<file path="config.mk">
export PLATFORM = sky130hd
export DESIGN_NAME = tmr_replay_wrap
export DESIGN_NICKNAME = d
export VERILOG_FILES = /design/src/rtl/tmr_pkg.sv /design/src/rtl/acc_replica.sv /design/src/rtl/maj_voter.sv /design/src/rtl/sample_fifo.sv /design/src/rtl/tmr_replay_wrap.sv
export SDC_FILE = /design/constraint.sdc
export NUM_CORES = 1
export LEC_CHECK = 0
export ABC_CLOCK_PERIOD_IN_PS = 5300
export BUFFER_PORTS_ARGS = -buffer_cell sky130_fd_sc_hd__buf_4
export CAP_MARGIN = 20
export CORE_MARGIN = 2
export CORE_UTILIZATION = 30
export DETAILED_ROUTE_END_ITERATION = 16
export SETUP_SLACK_MARGIN = 0.3
export SLEW_MARGIN = 20
export SYNTH_ARGS = -nofsm -noshare
export SYNTH_HDL_FRONTEND = slang
export SYNTH_SLANG_ARGS = --single-unit
</file>
<file path="constraint.sdc">
create_clock -name clk -period 5.3 [get_ports clk]
set_input_delay 1.06 -clock clk [delete_from_list [all_inputs] [get_ports clk]]
set_output_delay 1.06 -clock clk [all_outputs]
set_load 0.02 [all_outputs]
</file>
<file path="src/rtl/tmr_pkg.sv">
// Shared types for the redundant accumulator wrapper.
// Assumes: nothing beyond the parameters used by the modules.
package tmr_pkg;
    typedef enum logic [2:0] {
        ST_LIVE     = 3'd0,
        ST_WAIT_FIX = 3'd1,
        ST_ROLL     = 3'd2,
        ST_DRAIN    = 3'd3,
        ST_DEAD     = 3'd4
    } sync_state_e;
endpackage

</file>
<file path="src/rtl/acc_replica.sv">
// One accumulator replica: adds a sample when stepped, can be overwritten
// with a state from another replica, and can be upset for tests.
// Assumes: load and step are never both requested in the same cycle.
module acc_replica #(
    parameter int W   = 16,
    parameter int IDX = 0
) (
    input  logic         clk,
    input  logic         rst_n,
    input  logic         step_en,
    input  logic [W-1:0] step_data,
    input  logic         load_en,
    input  logic [W-1:0] load_data,
    input  logic         flip,
    output logic [W-1:0] state_q
);
    localparam logic [W-1:0] FLIP_MASK = W'(1) << IDX;

    logic [W-1:0] advanced;

    // Next value when no load is requested: optional add, optional upset.
    always_comb begin
        advanced = step_en ? state_q + step_data : state_q;
        if (flip) advanced = advanced ^ FLIP_MASK;
    end

    // State register: a load takes priority over stepping.
    always_ff @(posedge clk) begin
        if (!rst_n)       state_q <= '0;
        else if (load_en) state_q <= load_data;
        else              state_q <= advanced;
    end

    // a load and a step in the same cycle would lose a sample.
    p_load_excl_r5: assert property (@(posedge clk) disable iff (!rst_n)
        load_en |-> !step_en);
endmodule

</file>
<file path="src/rtl/maj_voter.sv">
// Bitwise majority of three words, with a classification of the disagreement.
// Assumes: the inputs are registered replica states.
module maj_voter #(
    parameter int W = 16
) (
    input  logic [W-1:0] a,
    input  logic [W-1:0] b,
    input  logic [W-1:0] c,
    output logic [W-1:0] maj,
    output logic         agree,
    output logic         split,
    output logic [1:0]   odd_idx
);
    logic eq_ab, eq_bc, eq_ac;

    // Majority word and pairwise equality.
    always_comb begin
        maj   = (a & b) | (b & c) | (a & c);
        eq_ab = (a == b);
        eq_bc = (b == c);
        eq_ac = (a == c);
        agree = eq_ab && eq_bc;
        split = !eq_ab && !eq_bc && !eq_ac;
    end

    // Index of the single replica that differs from the other two.
    always_comb begin
        if (!eq_ab && eq_bc)      odd_idx = 2'd0;
        else if (!eq_ab && eq_ac) odd_idx = 2'd1;
        else if (eq_ab && !eq_bc) odd_idx = 2'd2;
        else                      odd_idx = 2'd0;
    end
endmodule

</file>
<file path="src/rtl/sample_fifo.sv">
// Circular FIFO that holds input samples while the replicas are stopped.
// Assumes: the caller pushes only when not full and pops only when not empty.
module sample_fifo #(
    parameter int W     = 16,
    parameter int DEPTH = 8
) (
    input  logic         clk,
    input  logic         rst_n,
    input  logic         push,
    input  logic [W-1:0] push_data,
    input  logic         pop,
    output logic [W-1:0] head,
    output logic         full,
    output logic         empty
);
    localparam int AW = (DEPTH > 1) ? $clog2(DEPTH) : 1;
    localparam int CW = $clog2(DEPTH + 1);
    localparam logic [AW-1:0] LAST = AW'(DEPTH - 1);

    logic [W-1:0]  mem [DEPTH];
    logic [AW-1:0] wr_ptr, rd_ptr;
    logic [CW-1:0] count;

    assign full  = (count == CW'(DEPTH));
    assign empty = (count == '0);
    assign head  = mem[rd_ptr];

    // Sample storage.
    always_ff @(posedge clk) begin
        if (push) mem[wr_ptr] <= push_data;
    end

    // Pointers and fill level, wrapping at DEPTH.
    always_ff @(posedge clk) begin
        if (!rst_n) begin
            wr_ptr <= '0;
            rd_ptr <= '0;
            count  <= '0;
        end else begin
            if (push) wr_ptr <= (wr_ptr == LAST) ? '0 : wr_ptr + 1'b1;
            if (pop)  rd_ptr <= (rd_ptr == LAST) ? '0 : rd_ptr + 1'b1;
            if (push && !pop)      count <= count + 1'b1;
            else if (pop && !push) count <= count - 1'b1;
        end
    end

    // the wrapper must hold the sender off before the FIFO overruns.
    p_no_overflow_r3: assert property (@(posedge clk) disable iff (!rst_n)
        push |-> !full);
    // the drain never reads an empty FIFO.
    p_pop_nonempty_r5: assert property (@(posedge clk) disable iff (!rst_n)
        pop |-> !empty);
endmodule

</file>
<file path="src/rtl/tmr_replay_wrap.sv">
// Triple-redundant accumulator wrapper. It stops the replicas on a
// disagreement and buffers inputs. After the repair-done pulse it copies a
// healthy state into the repaired replica and replays the backlog to all three.
// Assumes: fault_flip is used only in live operation; repair_done is a pulse.
module tmr_replay_wrap
    import tmr_pkg::*;
#(
    parameter int W     = 16,
    parameter int DEPTH = 8
) (
    input  logic         clk,
    input  logic         rst_n,
    input  logic         in_valid,
    input  logic [W-1:0] in_data,
    output logic         in_ready,
    input  logic [2:0]   fault_flip,
    input  logic         repair_done,
    output logic [W-1:0] out_data,
    output logic         halted,
    output logic [1:0]   faulty_idx,
    output logic         unrecoverable,
    output logic         overflow
);
    localparam int NREP = 3;

    sync_state_e  st_q, st_d;
    logic [W-1:0] rep_state [NREP];
    logic [1:0]   bad_q;
    logic         agree, split;
    logic [1:0]   odd_idx;
    logic         fifo_push, fifo_pop, fifo_full, fifo_empty;
    logic [W-1:0] fifo_head;
    logic         step_en;
    logic [W-1:0] step_data;
    logic [W-1:0] heal_data;
    logic         ovf_q;

    // Three replicas; only the faulty one is loaded during the copy cycle.
    for (genvar k = 0; k < NREP; k++) begin : g_rep
        acc_replica #(.W(W), .IDX(k)) u_rep (
            .clk       (clk),
            .rst_n     (rst_n),
            .step_en   (step_en),
            .step_data (step_data),
            .load_en   ((st_q == ST_ROLL) && (bad_q == 2'(k))),
            .load_data (heal_data),
            .flip      (fault_flip[k]),
            .state_q   (rep_state[k])
        );
    end

    maj_voter #(.W(W)) u_vote (
        .a       (rep_state[0]),
        .b       (rep_state[1]),
        .c       (rep_state[2]),
        .maj     (out_data),
        .agree   (agree),
        .split   (split),
        .odd_idx (odd_idx)
    );

    sample_fifo #(.W(W), .DEPTH(DEPTH)) u_fifo (
        .clk       (clk),
        .rst_n     (rst_n),
        .push      (fifo_push),
        .push_data (in_data),
        .pop       (fifo_pop),
        .head      (fifo_head),
        .full      (fifo_full),
        .empty     (fifo_empty)
    );

    // Source of the healthy state: any replica other than the faulty one.
    assign heal_data = (bad_q == 2'd0) ? rep_state[1] : rep_state[0];

    // Input acceptance, replica stepping and FIFO control per state.
    always_comb begin
        in_ready  = 1'b0;
        step_en   = 1'b0;
        step_data = in_data;
        fifo_push = 1'b0;
        fifo_pop  = 1'b0;
        unique case (st_q)
            ST_LIVE: begin
                in_ready  = !split;
                step_en   = in_valid && agree;
                fifo_push = in_valid && !agree && !split;
            end
            ST_WAIT_FIX, ST_ROLL: begin
                in_ready  = !fifo_full;
                fifo_push = in_valid && !fifo_full;
            end
            ST_DRAIN: begin
                in_ready = !fifo_full;
                if (!fifo_empty) begin
                    step_en   = 1'b1;
                    step_data = fifo_head;
                    fifo_pop  = 1'b1;
                    fifo_push = in_valid && !fifo_full;
                end else begin
                    step_en   = in_valid;
                end
            end
            default: ;
        endcase
    end

    // Next-state logic of the recovery sequence.
    always_comb begin
        st_d = st_q;
        unique case (st_q)
            ST_LIVE:     if (split) st_d = ST_DEAD;
                         else if (!agree) st_d = ST_WAIT_FIX;
            ST_WAIT_FIX: if (repair_done) st_d = ST_ROLL;
            ST_ROLL:     st_d = ST_DRAIN;
            ST_DRAIN:    if (fifo_empty) st_d = ST_LIVE;
            default:     st_d = ST_DEAD;
        endcase
    end

    // State register and the index of the faulty replica, latched on detection.
    always_ff @(posedge clk) begin
        if (!rst_n) begin
            st_q  <= ST_LIVE;
            bad_q <= 2'd0;
        end else begin
            st_q <= st_d;
            if (st_q == ST_LIVE && !agree && !split) bad_q <= odd_idx;
        end
    end

    // Overflow flag: set when a sample is refused, cleared on return to live.
    always_ff @(posedge clk) begin
        if (!rst_n)                                     ovf_q <= 1'b0;
        else if (st_d == ST_LIVE)                       ovf_q <= 1'b0;
        else if (st_q != ST_DEAD && in_valid && !in_ready) ovf_q <= 1'b1;
    end

    assign halted        = (st_q != ST_LIVE);
    assign faulty_idx    = bad_q;
    assign unrecoverable = (st_q == ST_DEAD);
    assign overflow      = ovf_q;

    // the voted state does not move while waiting for repair.
    p_frozen_r2: assert property (@(posedge clk) disable iff (!rst_n)
        (st_q == ST_WAIT_FIX) |=> $stable(out_data));
    // after the copy cycle all three replicas hold the same state.
    p_copy_agree_r9: assert property (@(posedge clk) disable iff (!rst_n)
        (st_q == ST_ROLL) |=> agree);
    // once unrecoverable, it stays so and accepts nothing.
    p_dead_sticky_r7: assert property (@(posedge clk) disable iff (!rst_n)
        unrecoverable |=> (unrecoverable && !in_ready));
    // a full FIFO outside live operation refuses input.
    p_ready_full_r3: assert property (@(posedge clk) disable iff (!rst_n)
        (halted && fifo_full) |-> !in_ready);
endmodule

</file>
==> flow_metrics.py <==
metrics = {
    "timing": {
        "setup_violations": 0,
        "fin_ws_ns": 0.8662,
        "maxSlewHeadroom_pct": 25.82,
        "fin_skew_ns": 0.01208,
        "hold_viol_final": 0,
        "tns_ns": 0,
        "period_share_pct": 83.66,
        "rsz0062_at_grt": "false",
        "timing.fmax_mhz": 225.5,
        "min_period_ns": 4.434,
        "tightest_slew_ns": 1.109,
        "hold_ws_ns": 0.4852,
        "finalMaxSlewViolations": 0,
    },
    "cts": {
        "numCtsBuffers": 17,
        "root_buffer": "clkbuf_16",
        "ctsHoldBuffers": 0,
        "cts_resized": 0,
        "cts_buffer_depth": 2,
        "clk_latency_ns": 0.46,
        "clkTransAtPathRegs_ns": 0.08,
        "cts_htree_levels": 4,
        "cts_tree": "built",
        "postCtsSetupRepairBufs": 0,
        "clock_sinks": 195,
    },
    "outcome": {
        "status": "completed",
    },
    "grt": {
        "grt_first_pass_wirelength_um": 42760,
        "overflow": 0,
        "grt_max_degree": 61,
        "antenna_found_initial": 0,
        "track_usage_pct": 14.73,
        "grt_pass1_vias": 7205,
    },
    "power_and_ir_drop": {
        "switching_share_pct": 37.48,
        "p_clk_share_pct": 26.8,
        "power.switching_mw": 1.858,
        "leakage_nw": 4.866,
        "powerDensity_nw_per_um2": 399.3,
        "ir_worst_vdd_uv": 238.4,
        "combPwrFrac_pct": 33.8,
        "p_seq_share_pct": 39.4,
        "internal_power_mw": 3.100,
    },
    "placed_design": {
        "pre_cts_ws_ns": 0.8974,
        "gp_congestion": 0.8812,
        "post_dp_cell_area_um2": 11810,
        "io_buffer_count": 44,
        "dp.cells": 1421,
        "dpl.hpwl_um": 19690,
    },
    "layout": {
        "final_cells": 1453,
        "nets": 1106,
        "drive_gt1_share_pct": 15.12,
        "design_area_um2": 12420,
        "diodes": 0,
        "syn_to_final_growth_pct": 14.10,
    },
    "logic_synthesis": {
        "synthTopCellsByArea": "edfxtp_1 35%, dfxtp_1 12%, ha_1 11%",
        "ys_ff_latch": 195,
        "yosys.area.top_type": "edfxtp_1",
        "yosys_warnings": 0,
        "synthFlopType": "edfxtp_1",
        "synth-edff-count": 128,
        "synthTopCellsByCount": "128 x edfxtp_1, 100 x ha_1, 76 x nand2_1, 69 x nor2_1, 68 x a21oi_1",
        "syn_avg_cell_area_um2": 11.60,
        "synth.most_common_cell": "edfxtp_1",
        "syn-num-nets": 1065,
        "seq_area_frac_synth_pct": 47.64,
        "synth_largest_type_area_fraction_pct": 35.32,
        "syn_inst": 938,
        "yosysUniqueCellTypes": 69,
        "synth_area_um2": 10880,
        "synthArstFlopShare_pct": 0,
    },
    "die": {
        "core-area_um2": 35660,
        "start_util_pct": 30.52,
        "die_area_um2": 37820,
        "rows": 69,
        "die_w_um": 194.5,
        "die_y_um": 194.5,
        "io_pins": 45,
    },
    "detailed_routing": {
        "dr.pass1.iters": 5,
        "routedWlPerCell_um": 19.16,
        "drt_wl_total_um": 27840,
        "vias": 7775,
        "drc": 0,
        "ant_nets": 0,
        "first_iter_violations": 637,
        "vias_per_cell": 5.351,
    },
    "critical_path": {
        "critical_path_class": "flop to flop",
        "endpoint_kind": "flop",
        "start_kind": "flop",
        "crit_required_ns": 5.61,
        "crit_chain": "nor4_1, nor2_1, inv_2, o21ai_0, ha_1, fa_1, a21oi_1, o21ai_0, a2111oi_0, or3b_2, o21ai_0, xnor2_1, o22ai_1",
        "crit_fanout": 26,
        "cp_slowest_stage_delay_ns": 0.65,
        "cp.arrival_ns": 4.74,
        "cpMaxStageDelayCell": "a2111oi_0",
        "cpMostUsedCell": "o21ai_0",
    },
    "hold_path": {
        "hp-class": "flop to flop",
    },
    "run": {
        "cap_violations": 0,
    },
}
==> final timing paths <==
path              cells past startpoint        startpoint  slack (ns)                          to
setup / recovery                     13   u_fifo.count[0]        0.87  g_rep[0].u_rep.state_q[14]
hold / removal                        2  u_fifo.rd_ptr[2]        0.49            u_fifo.rd_ptr[2]
setup reg to reg                     13   u_fifo.count[0]        0.87  g_rep[0].u_rep.state_q[14]
hold reg to reg                       2  u_fifo.rd_ptr[2]        0.49            u_fifo.rd_ptr[2]
==> registers in the layout, indices dropped and copies added, names as in the netlist, named ones only <==
signal               cells
u_fifo.mem             128
g_rep.u_rep.state_q     48
u_fifo.count             4
st_q                     3
u_fifo.rd_ptr            3
u_fifo.wr_ptr            3
faulty_idx               2
overflow                 1
==> power by group through the flow <==
stage | Combinational, mW | Sequential (mW) | Clock (mW)
after CTS | 1.68 | 1.95 | 1.34
after detailed placement | 1.67 | 1.99 | 0
after global placement | 1.65 | 1.98 | 0
final | 1.67 | 1.96 | 1.33
after global routing | 1.84 | 1.98 | 1.40
after floorplan | 1.21 | 1.92 | 0
==> metrics by stage <==
step / power [mW] / utilization [%]
4_1_cts: 4.971 / 34.82
5_1_grt: 5.222 / 34.82
3_3_place_gp: 3.626 / 33.13
3_5_place_dp: 3.656 / 33.13
2_1_floorplan: 3.136 / -
6_report: 4.958 / 34.82
==> worst max-delay path: cells and delay by family (launching register included) <==
family,cells,cell delay [ns]
and+or+nand+nor,3,1.05
DFF,1,0.37
AOI/OAI and AO/OA,6,1.56
buffers and inverters,1,0.39
xor gates and xnor gates,1,0.14
adders and majority gates,2,0.79
==> kinds of logic (layout without fill, tap and decap cells) <==
family / count (synthesis) / in the layout / share of synthesized area (%)
AND/OR/NAND/NOR: 251 / 251 / 11.77
adder cells (fa/ha/maj): 104 / 104 / 12.23
flip-flops: 195 / 195 / 47.64
AO/OA/AOI/OAI: 227 / 227 / 13.80
buffers and inverters: 65 / 119 / 2.518
multiplexers: 55 / 55 / 8.738
XOR/XNOR: 41 / 41 / 3.300
==> cell usage in the layout, fill, tap and decap left out, types with 16 or more instances in the layout <==
cell type / n
edfxtp_1: 128
ha_1: 100
nand2_1: 76
nor2_1: 69
a21oi_1: 68
dfxtp_1: 66
buf_4: 65
o21ai_0: 33
mux4_2: 32
xnor2_1: 26
mux2i_1: 23
or3_1: 20
inv_1: 19
a22oi_1: 17
clkbuf_16: 17
a21o_1: 16
a221oi_1: 16
==> layout make-up <==
class | instances | area (um2)
Clock buffer | 17 | 425.4
Clock inverter | 15 | 178.9
Fill cell | 3474 | 23240
Inverter | 21 | 78.83
Multi-Input combinational cell | 678 | 5463
Sequential cell | 195 | 5186
Tap cell | 461 | 576.8
Timing Repair Buffer | 66 | 508.0
==> per-layer routing <==
layer	global-route usage [%]	part of all wire, %	up-vias
met5	0	0	-
met4	3.134	0.89	0
met3	2.880	5.5	15
met2	23.67	46	227
met1	20.61	47	3817
li1	-	-	3716
Note: power is estimated with default switching activity, not from simulation.
